### config.mk
export PLATFORM = sky130hd
export DESIGN_NAME = bch_syn_expand
export DESIGN_NICKNAME = d
export VERILOG_FILES = /design/src/rtl/bch_syn_pkg.sv /design/src/rtl/bch_gf_mul.sv /design/src/rtl/bch_ps_file.sv /design/src/rtl/bch_syn_file.sv /design/src/rtl/bch_syn_expand.sv
export SDC_FILE = /design/constraint.sdc
export NUM_CORES = 2
export LEC_CHECK = 0
export BUFFER_PORTS_ARGS = -buffer_cell sky130_fd_sc_hd__buf_2
export CORE_MARGIN = 5
export CORE_UTILIZATION = 60
export CTS_BUF_LIST = sky130_fd_sc_hd__clkbuf_8
export CTS_CLUSTER_DIAMETER = 100
export CTS_CLUSTER_SIZE = 25
export DETAILED_ROUTE_END_ITERATION = 10
export HOLD_SLACK_MARGIN = 0.12
export PLACE_DENSITY_LB_ADDON = 0.1
export RECOVER_POWER = 100
export SETUP_SLACK_MARGIN = 0.1
export SLEW_MARGIN = 25
export SYNTH_ARGS = -nofsm -noshare
export SYNTH_HDL_FRONTEND = slang
export SYNTH_SLANG_ARGS = --single-unit
### constraint.sdc
create_clock -name clk -period 12.01 [get_ports clk]
set_input_delay 1.201 -clock clk [delete_from_list [all_inputs] [get_ports clk]]
set_output_delay 1.201 -clock clk [all_outputs]
set_load 0.03 [all_outputs]
### src/rtl/bch_syn_pkg.sv
`timescale 1ns/1ps
package bch_syn_pkg;
    localparam int MW    = 14;                 // widest field degree
    localparam int TMAX  = 24;                 // largest correction capability
    localparam int NSLOT = 2 * (TMAX + 1);     // syndrome slots, index 0..NSLOT-1
    localparam int IW    = $clog2(NSLOT);      // slot index width
    localparam int TW    = $clog2(TMAX + 1);   // t width
    localparam int KW    = $clog2(TMAX);       // partial word index width
    localparam int BW    = $clog2(MW);         // bit counter width

    typedef logic [MW-1:0] gf_t;

    localparam gf_t RED_NARROW = 14'h001B;     // low terms of x^13+x^4+x^3+x+1
    localparam gf_t RED_WIDE   = 14'h0443;     // low terms of x^14+x^10+x^6+x+1
    localparam gf_t GF_ONE     = 14'h0001;
    localparam gf_t GF_ALPHA   = 14'h0002;
    localparam gf_t GF_ALPHA2  = 14'h0004;

    typedef enum logic [1:0] {ST_IDLE, ST_ODD, ST_EVEN} run_st_e;

    // multiply by alpha in the selected field
    function automatic gf_t gf_xtime(gf_t v, logic wide);
        gf_t r;
        r = v << 1;
        if (wide) begin
            if (v[MW-1]) r = r ^ RED_WIDE;
        end else begin
            r[MW-1] = 1'b0;
            if (v[MW-2]) r = r ^ RED_NARROW;
        end
        return r;
    endfunction

    // shift-and-add field multiply, MSB of b first
    function automatic gf_t gf_mul(gf_t a, gf_t b, logic wide);
        gf_t r;
        r = '0;
        for (int k = MW - 1; k >= 0; k--) begin
            r = gf_xtime(r, wide);
            if (b[k]) r = r ^ a;
        end
        return r;
    endfunction
endpackage

### src/rtl/bch_gf_mul.sv
`timescale 1ns/1ps
module bch_gf_mul
    import bch_syn_pkg::*;
(
    input  logic [MW-1:0] op_a,
    input  logic [MW-1:0] op_b,
    input  logic          wide,
    output logic [MW-1:0] prod
);
    always_comb prod = gf_mul(op_a, op_b, wide);
endmodule

### src/rtl/bch_ps_file.sv
`timescale 1ns/1ps
module bch_ps_file
    import bch_syn_pkg::*;
#(
    parameter int DEPTH = TMAX,
    parameter int AW    = KW
) (
    input  logic          clk,
    input  logic          rst,
    input  logic          we,
    input  logic [AW-1:0] waddr,
    input  logic [MW-1:0] wdata,
    input  logic [AW-1:0] raddr,
    output logic [MW-1:0] rdata
);
    logic [DEPTH-1:0][MW-1:0] words;

    always_ff @(posedge clk) begin
        if (rst) begin
            words <= '0;
        end else if (we && (int'(waddr) < DEPTH)) begin
            words[waddr] <= wdata;
        end
    end

    always_comb rdata = (int'(raddr) < DEPTH) ? words[raddr] : '0;

    AST_PS_STORED: assert property (@(posedge clk) disable iff (rst)
        (we && (int'(waddr) < DEPTH)) |=> (words[$past(waddr)] == $past(wdata)));
endmodule

### src/rtl/bch_syn_file.sv
`timescale 1ns/1ps
module bch_syn_file
    import bch_syn_pkg::*;
#(
    parameter int DEPTH = NSLOT,
    parameter int AW    = IW
) (
    input  logic          clk,
    input  logic          rst,
    input  logic          clr,
    input  logic          we,
    input  logic [AW-1:0] waddr,
    input  logic [MW-1:0] wdata,
    input  logic [AW-1:0] raddr_a,
    output logic [MW-1:0] rdata_a,
    input  logic [AW-1:0] raddr_b,
    output logic [MW-1:0] rdata_b
);
    logic [DEPTH-1:0][MW-1:0] slots;

    always_ff @(posedge clk) begin
        if (rst || clr) begin
            slots <= '0;
        end else if (we && (waddr != '0) && (int'(waddr) < DEPTH)) begin
            slots[waddr] <= wdata;
        end
    end

    always_comb rdata_a = (int'(raddr_a) < DEPTH) ? slots[raddr_a] : '0;
    always_comb rdata_b = (int'(raddr_b) < DEPTH) ? slots[raddr_b] : '0;

    AST_CLEAR_ALL: assert property (@(posedge clk) disable iff (rst)
        clr |=> (slots == '0));
    AST_SLOT0_ZERO: assert property (@(posedge clk) disable iff (rst)
        we |=> (slots[0] == '0));
endmodule

### src/rtl/bch_syn_expand.sv
`timescale 1ns/1ps
module bch_syn_expand
    import bch_syn_pkg::*;
(
    input  logic          clk,
    input  logic          rst,
    input  logic          start,
    input  logic [TW-1:0] cfg_t,
    input  logic          cfg_wide,
    input  logic          ps_we,
    input  logic [KW-1:0] ps_addr,
    input  logic [MW-1:0] ps_data,
    output logic          done,
    input  logic [IW-1:0] rd_addr,
    output logic [MW-1:0] rd_data
);
    run_st_e       state;
    logic [IW-1:0] idx;
    logic [BW-1:0] bitn;
    logic [TW-1:0] t_q;
    logic          wide_q;
    gf_t           step_q, run_q, acc_q;
    logic          done_q;

    logic          go;
    logic [TW-1:0] t_in;
    logic [IW-1:0] two_t;
    logic          last_bit, last_idx;
    logic [KW-1:0] ps_rsel;
    gf_t           ps_word, half_val, mul_a, mul_b, mul_y, acc_nxt;
    logic          syn_we;
    gf_t           syn_wdata;

    assign go       = (state == ST_IDLE) && start;
    assign t_in     = (cfg_t == '0) ? TW'(1) : ((cfg_t > TW'(TMAX)) ? TW'(TMAX) : cfg_t);
    assign two_t    = IW'(t_q) << 1;
    assign last_bit = (bitn == (wide_q ? BW'(MW - 1) : BW'(MW - 2)));
    assign last_idx = (idx == two_t);
    assign ps_rsel  = KW'(idx >> 1);
    assign acc_nxt  = ps_word[bitn] ? (acc_q ^ run_q) : acc_q;

    always_comb begin
        mul_a = run_q;
        mul_b = step_q;
        if (state == ST_EVEN) begin
            mul_a = half_val;
            mul_b = half_val;
        end else if (last_bit) begin
            mul_a = step_q;
            mul_b = GF_ALPHA2;
        end
    end

    always_comb begin
        syn_we    = 1'b0;
        syn_wdata = acc_nxt;
        if (state == ST_ODD && last_bit) begin
            syn_we = 1'b1;
        end else if (state == ST_EVEN) begin
            syn_we    = 1'b1;
            syn_wdata = mul_y;
        end
    end

    bch_gf_mul u_mul (
        .op_a (mul_a),
        .op_b (mul_b),
        .wide (wide_q),
        .prod (mul_y)
    );

    bch_ps_file u_ps (
        .clk   (clk),
        .rst   (rst),
        .we    (ps_we),
        .waddr (ps_addr),
        .wdata (ps_data),
        .raddr (ps_rsel),
        .rdata (ps_word)
    );

    bch_syn_file u_syn (
        .clk     (clk),
        .rst     (rst),
        .clr     (go),
        .we      (syn_we),
        .waddr   (idx),
        .wdata   (syn_wdata),
        .raddr_a (rd_addr),
        .rdata_a (rd_data),
        .raddr_b (IW'(idx >> 1)),
        .rdata_b (half_val)
    );

    always_ff @(posedge clk) begin
        if (rst) begin
            state  <= ST_IDLE;
            idx    <= '0;
            bitn   <= '0;
            t_q    <= TW'(1);
            wide_q <= 1'b0;
            step_q <= GF_ALPHA;
            run_q  <= GF_ONE;
            acc_q  <= '0;
            done_q <= 1'b0;
        end else begin
            done_q <= 1'b0;
            case (state)
                ST_IDLE: begin
                    if (start) begin
                        state  <= ST_ODD;
                        idx    <= IW'(1);
                        bitn   <= '0;
                        t_q    <= t_in;
                        wide_q <= cfg_wide;
                        step_q <= GF_ALPHA;
                        run_q  <= GF_ONE;
                        acc_q  <= '0;
                    end
                end
                ST_ODD: begin
                    if (last_bit) begin
                        state  <= ST_EVEN;
                        idx    <= idx + IW'(1);
                        bitn   <= '0;
                        step_q <= mul_y;
                        run_q  <= GF_ONE;
                        acc_q  <= '0;
                    end else begin
                        bitn  <= bitn + BW'(1);
                        run_q <= mul_y;
                        acc_q <= acc_nxt;
                    end
                end
                ST_EVEN: begin
                    if (last_idx) begin
                        state  <= ST_IDLE;
                        done_q <= 1'b1;
                    end else begin
                        state <= ST_ODD;
                        idx   <= idx + IW'(1);
                    end
                end
                default: state <= ST_IDLE;
            endcase
        end
    end

    assign done = done_q;

    AST_DONE_SINGLE: assert property (@(posedge clk) disable iff (rst)
        done_q |=> !done_q);
    AST_DONE_AFTER_LAST: assert property (@(posedge clk) disable iff (rst)
        $rose(done_q) |-> $past(state == ST_EVEN && idx == two_t));
    AST_CFG_HELD: assert property (@(posedge clk) disable iff (rst)
        (state != ST_IDLE) |=> ($stable(t_q) && $stable(wide_q)));
    AST_IDX_BOUND: assert property (@(posedge clk) disable iff (rst)
        (state != ST_IDLE) |-> (idx >= IW'(1) && idx <= two_t));
    AST_SQUARE_ZERO: assert property (@(posedge clk) disable iff (rst)
        (state == ST_EVEN && half_val == '0) |-> (mul_y == '0));
endmodule

==> results by group <==
Global routing
  – Gr usage total: 0.3693
  – Initial antenna violation count: 7
  – First-pass GRT wire length: 281200 microns
  – Largest net degree at the start of global routing: ~230
  – Vias in the first global route: ~44000
  – Total gr overflow: 0

Worst hold path
  – Min-Delay Path Class: reg -> reg

Yosys
  – #FFs+latches synth: approximately 1100
  – Main flop type after synthesis: dfxtp_1
  – Cells after Synth: 6368
  – Synth cell types: 81
  – Yosys warnings: 0
  – Cell area after synthesis: 54800 sq um
  – EDFF count, synth: 0
  – Async SR Flop Fraction: 0
  – Post-synthesis sequential area ratio: 0.4007
  – Syn Area/Cell: approximately 8.6 sq um
  – Synthesized Nets: between 6000 and 7000

Clock tree
  – CTS buffer count: 50
  – Clock transition at path regs: about 0.15 ns
  – H-tree level count: 2
  – Post-CTS Setup Inserts: 0
  – Hold buffers post-CTS: 0
  – Post-CTS sizing: 0
  – Root buffer cell: clkbuf_8
  – CTS sink cnt: around 1100
  – Clk Latency, worst-skew pair: around 0.8 ns
  – CTS tree: yes
  – Bufs on Longest Clock Path: 3

Route
  – Routed via count: 47847
  – Pre-Repair DR Iteration Count: 8
  – Vias per cell: 6.607
  – Initial DRC Count: around 6900
  – DRC viols: 0
  – Avg WL per Cell: 26.02 microns
  – Final wirelength: roughly 190000 microns
  – Post-route ant nets: 0

Final layout
  – Final net count: a little over 6000
  – Share of cells above drive strength 1: 0.09733
  – FF+latch area: 21970 sq um
  – Fillers: approximately 8000
  – Most frequent cells in the layout: 1699 x nand2_1, 1093 x dfxtp_1, 959 x a21oi_1
  – Post-Layout Cell Count: between 7000 and 8000
  – Most common cell after layout, fill and taps aside: nand2_1
  – Layout area overhead: 2.557%
  – Final Cell Area: approximately 56000 sq um
  – Multi-input combinational cell area: about 30000 sq um

Die
  – Row cnt: between 100 and 150
  – Initial core utilization: 0.6070
  – IO Pins: 50
  – Die Y: approximately 310 microns
  – Core Area: approximately 90000 sq um
  – Full die area: about 97000 sq um
  – Die Span X: about 310 microns

Placed design
  – Final HPWL DP: 122000 microns
  – I/O Buffers: 49
  – Placed cells: slightly above 7000
  – Area after DPL: 55490 sq um
  – Routability cong.: roughly 1

Timing
  – Clock skew: a little over 0.08 ns
  – Fmax: between 100 and 150 MHz
  – Minimum clock period: a little over 9 ns
  – Max_slew headroom: -3.653
  – RSZ-0062 raised after global routing: no
  – Slew Viols, Final: about 330
  – TNS Setup: 0 ns
  – Share of the clock period used by the worst path: 0.7626
  – Slew @ Worst Pin: 6.979 ns
  – # setup viols final: 0
  – Final Hold Viols: 0
  – Hold slack: between 0.4 and 0.5 ns

Run
  – Total of max-cap violations: 3

Worst setup path
  – Critical path type: reg -> reg
  – CP Capture Type: register
  – Critical path data arrival time: 9.84 ns
  – CP max FO: between 100 and 150
  – Reg2reg setup slack: 2.85 ns
  – Worst path required time: approximately 13 ns
  – Startpoint Class: register

Run status
  – Failing checks: capacitance limit, slew limit
  – Status: complete, but fails checks

Pwr
  – Worst vdd ir: about 120 uV
  – PD cells: about 100 nW/um^2
  – Leakage power: about 0.018 uW
==> layout make-up <==
class,count,share of cell area
clock inverter,6,0.001202
multi-input combinational,4724,0.5463
antenna,4,0.0001781
sequential,1097,0.3909
inverter,13,0.0008682
timing repair buffer,171,0.02191
tap,1176,0.02618
clock buffer,51,0.01249
==> flip-flops by register name, indices dropped and copies added (netlist names) <==
name,cells
t_q,5
state,2
bitn,4
acc_q,14
run_q,14
wide_q,1
idx,6
u_syn.slots,700
done,1
u_ps.words,336
step_q,14
==> where the power goes <==
| group | internal [uW] | switching, uW |
|---|---|---|
| combinational | 103 | 291 |
| sequential | 3650 | 12.6 |
| clock | 397 | 1160 |
==> per-stage QoR <==
stage / worst slack, ns / power (uW) / utilization
floorplan: 5.903 / 4007 / -
global placement: 4.107 / 4123 / 0.6140
detailed placement: 4.314 / 4124 / 0.6146
CTS: 4.314 / 5609 / 0.6231
global route: 2.539 / 5768 / 0.6225
finish: 2.852 / 5615 / 0.6225
==> synth_stat cells, types with 5 or more instances <==
cell | instances | area (sq um)
a211oi_1 | 71 | 533.0
a211oi_2 | 8 | 100.1
a21oi_1 | 958 | 4795
a21oi_2 | 15 | 131.4
a221o_1 | 14 | 140.1
a22o_1 | 11 | 96.34
a22oi_1 | 37 | 277.8
a31o_2 | 9 | 78.83
a31oi_1 | 12 | 75.07
and2_1 | 15 | 93.84
and3_1 | 30 | 187.7
buf_1 | 41 | 153.9
buf_2 | 66 | 330.3
buf_4 | 20 | 150.1
buf_6 | 10 | 112.6
clkbuf_1 | 394 | 1479
dfxtp_1 | 1097 | 21960
ha_1 | 7 | 87.58
inv_1 | 11 | 41.29
mux2_2 | 21 | 236.5
mux2i_1 | 389 | 3894
mux4_2 | 267 | 6013
nand2_1 | 1699 | 6377
nand2b_1 | 10 | 62.56
nand3_1 | 31 | 155.2
nand4b_1 | 6 | 52.55
nand4bb_1 | 5 | 56.30
nor2_1 | 369 | 1385
nor2b_1 | 13 | 81.33
nor3_1 | 23 | 115.1
nor4_1 | 24 | 150.1
nor4_2 | 6 | 75.07
o21ai_0 | 220 | 1101
o21ai_1 | 17 | 85.08
o221ai_1 | 10 | 87.58
o22ai_1 | 125 | 782.0
or2_2 | 6 | 37.54
or3_1 | 6 | 37.54
xnor2_1 | 140 | 1226
xnor3_1 | 29 | 653.1
xor2_1 | 50 | 437.9
xor3_1 | 5 | 118.9
==> logic make-up (layout without fill, tap and decap cells) <==
family / count (synthesis) / after routing / share of synthesized area
simple gates: 2263 / 2263 / 0.1651
compound gates: 1543 / 1543 / 0.1570
flops: 1097 / 1097 / 0.4007
mux: 679 / 679 / 0.1858
buf+inv: 547 / 241 / 0.04233
xor+xnor: 232 / 232 / 0.04744
fa+ha+maj: 7 / 7 / 0.001598
other cells: 0 / 4 / 0
==> layer usage <==
metal  part of all wire  vias to the layer above  track usage
li1                   -                    21437            -
met5            0.00011                        -            0
met3               0.11                      546      0.08170
met2               0.44                     2753       0.5561
met4              0.063                        4       0.1907
met1               0.39                    23107       0.5028
==> critical path, cell delays in order (launching register included) <==
cell,delay (ns)
dfxtp_1,2.01
buf_12,0.62
mux2i_1,0.64
o22ai_1,0.26
nor4_1,0.87
a21oi_1,0.40
nor2_1,0.78
nor2_1,0.13
xnor3_1,0.37
xnor3_1,0.43
xnor3_1,0.45
xor3_1,0.39
mux2i_1,0.26
xnor2_1,0.22
a21oi_4,0.18
buf_4,0.59
nand2_1,0.10
a21oi_1,0.18
==> worst paths after layout <==
| kind | from | endpoint | cells after the start |
|---|---|---|---|
| hold / removal | u_syn.slots[482] | u_syn.slots[482] | 2 |
| setup reg to reg | idx[2] | u_syn.slots[410] | 17 |
| hold reg to reg | u_syn.slots[482] | u_syn.slots[482] | 2 |
| setup / recovery | idx[2] | u_syn.slots[410] | 17 |
Note: power is estimated with default switching activity, not from simulation.
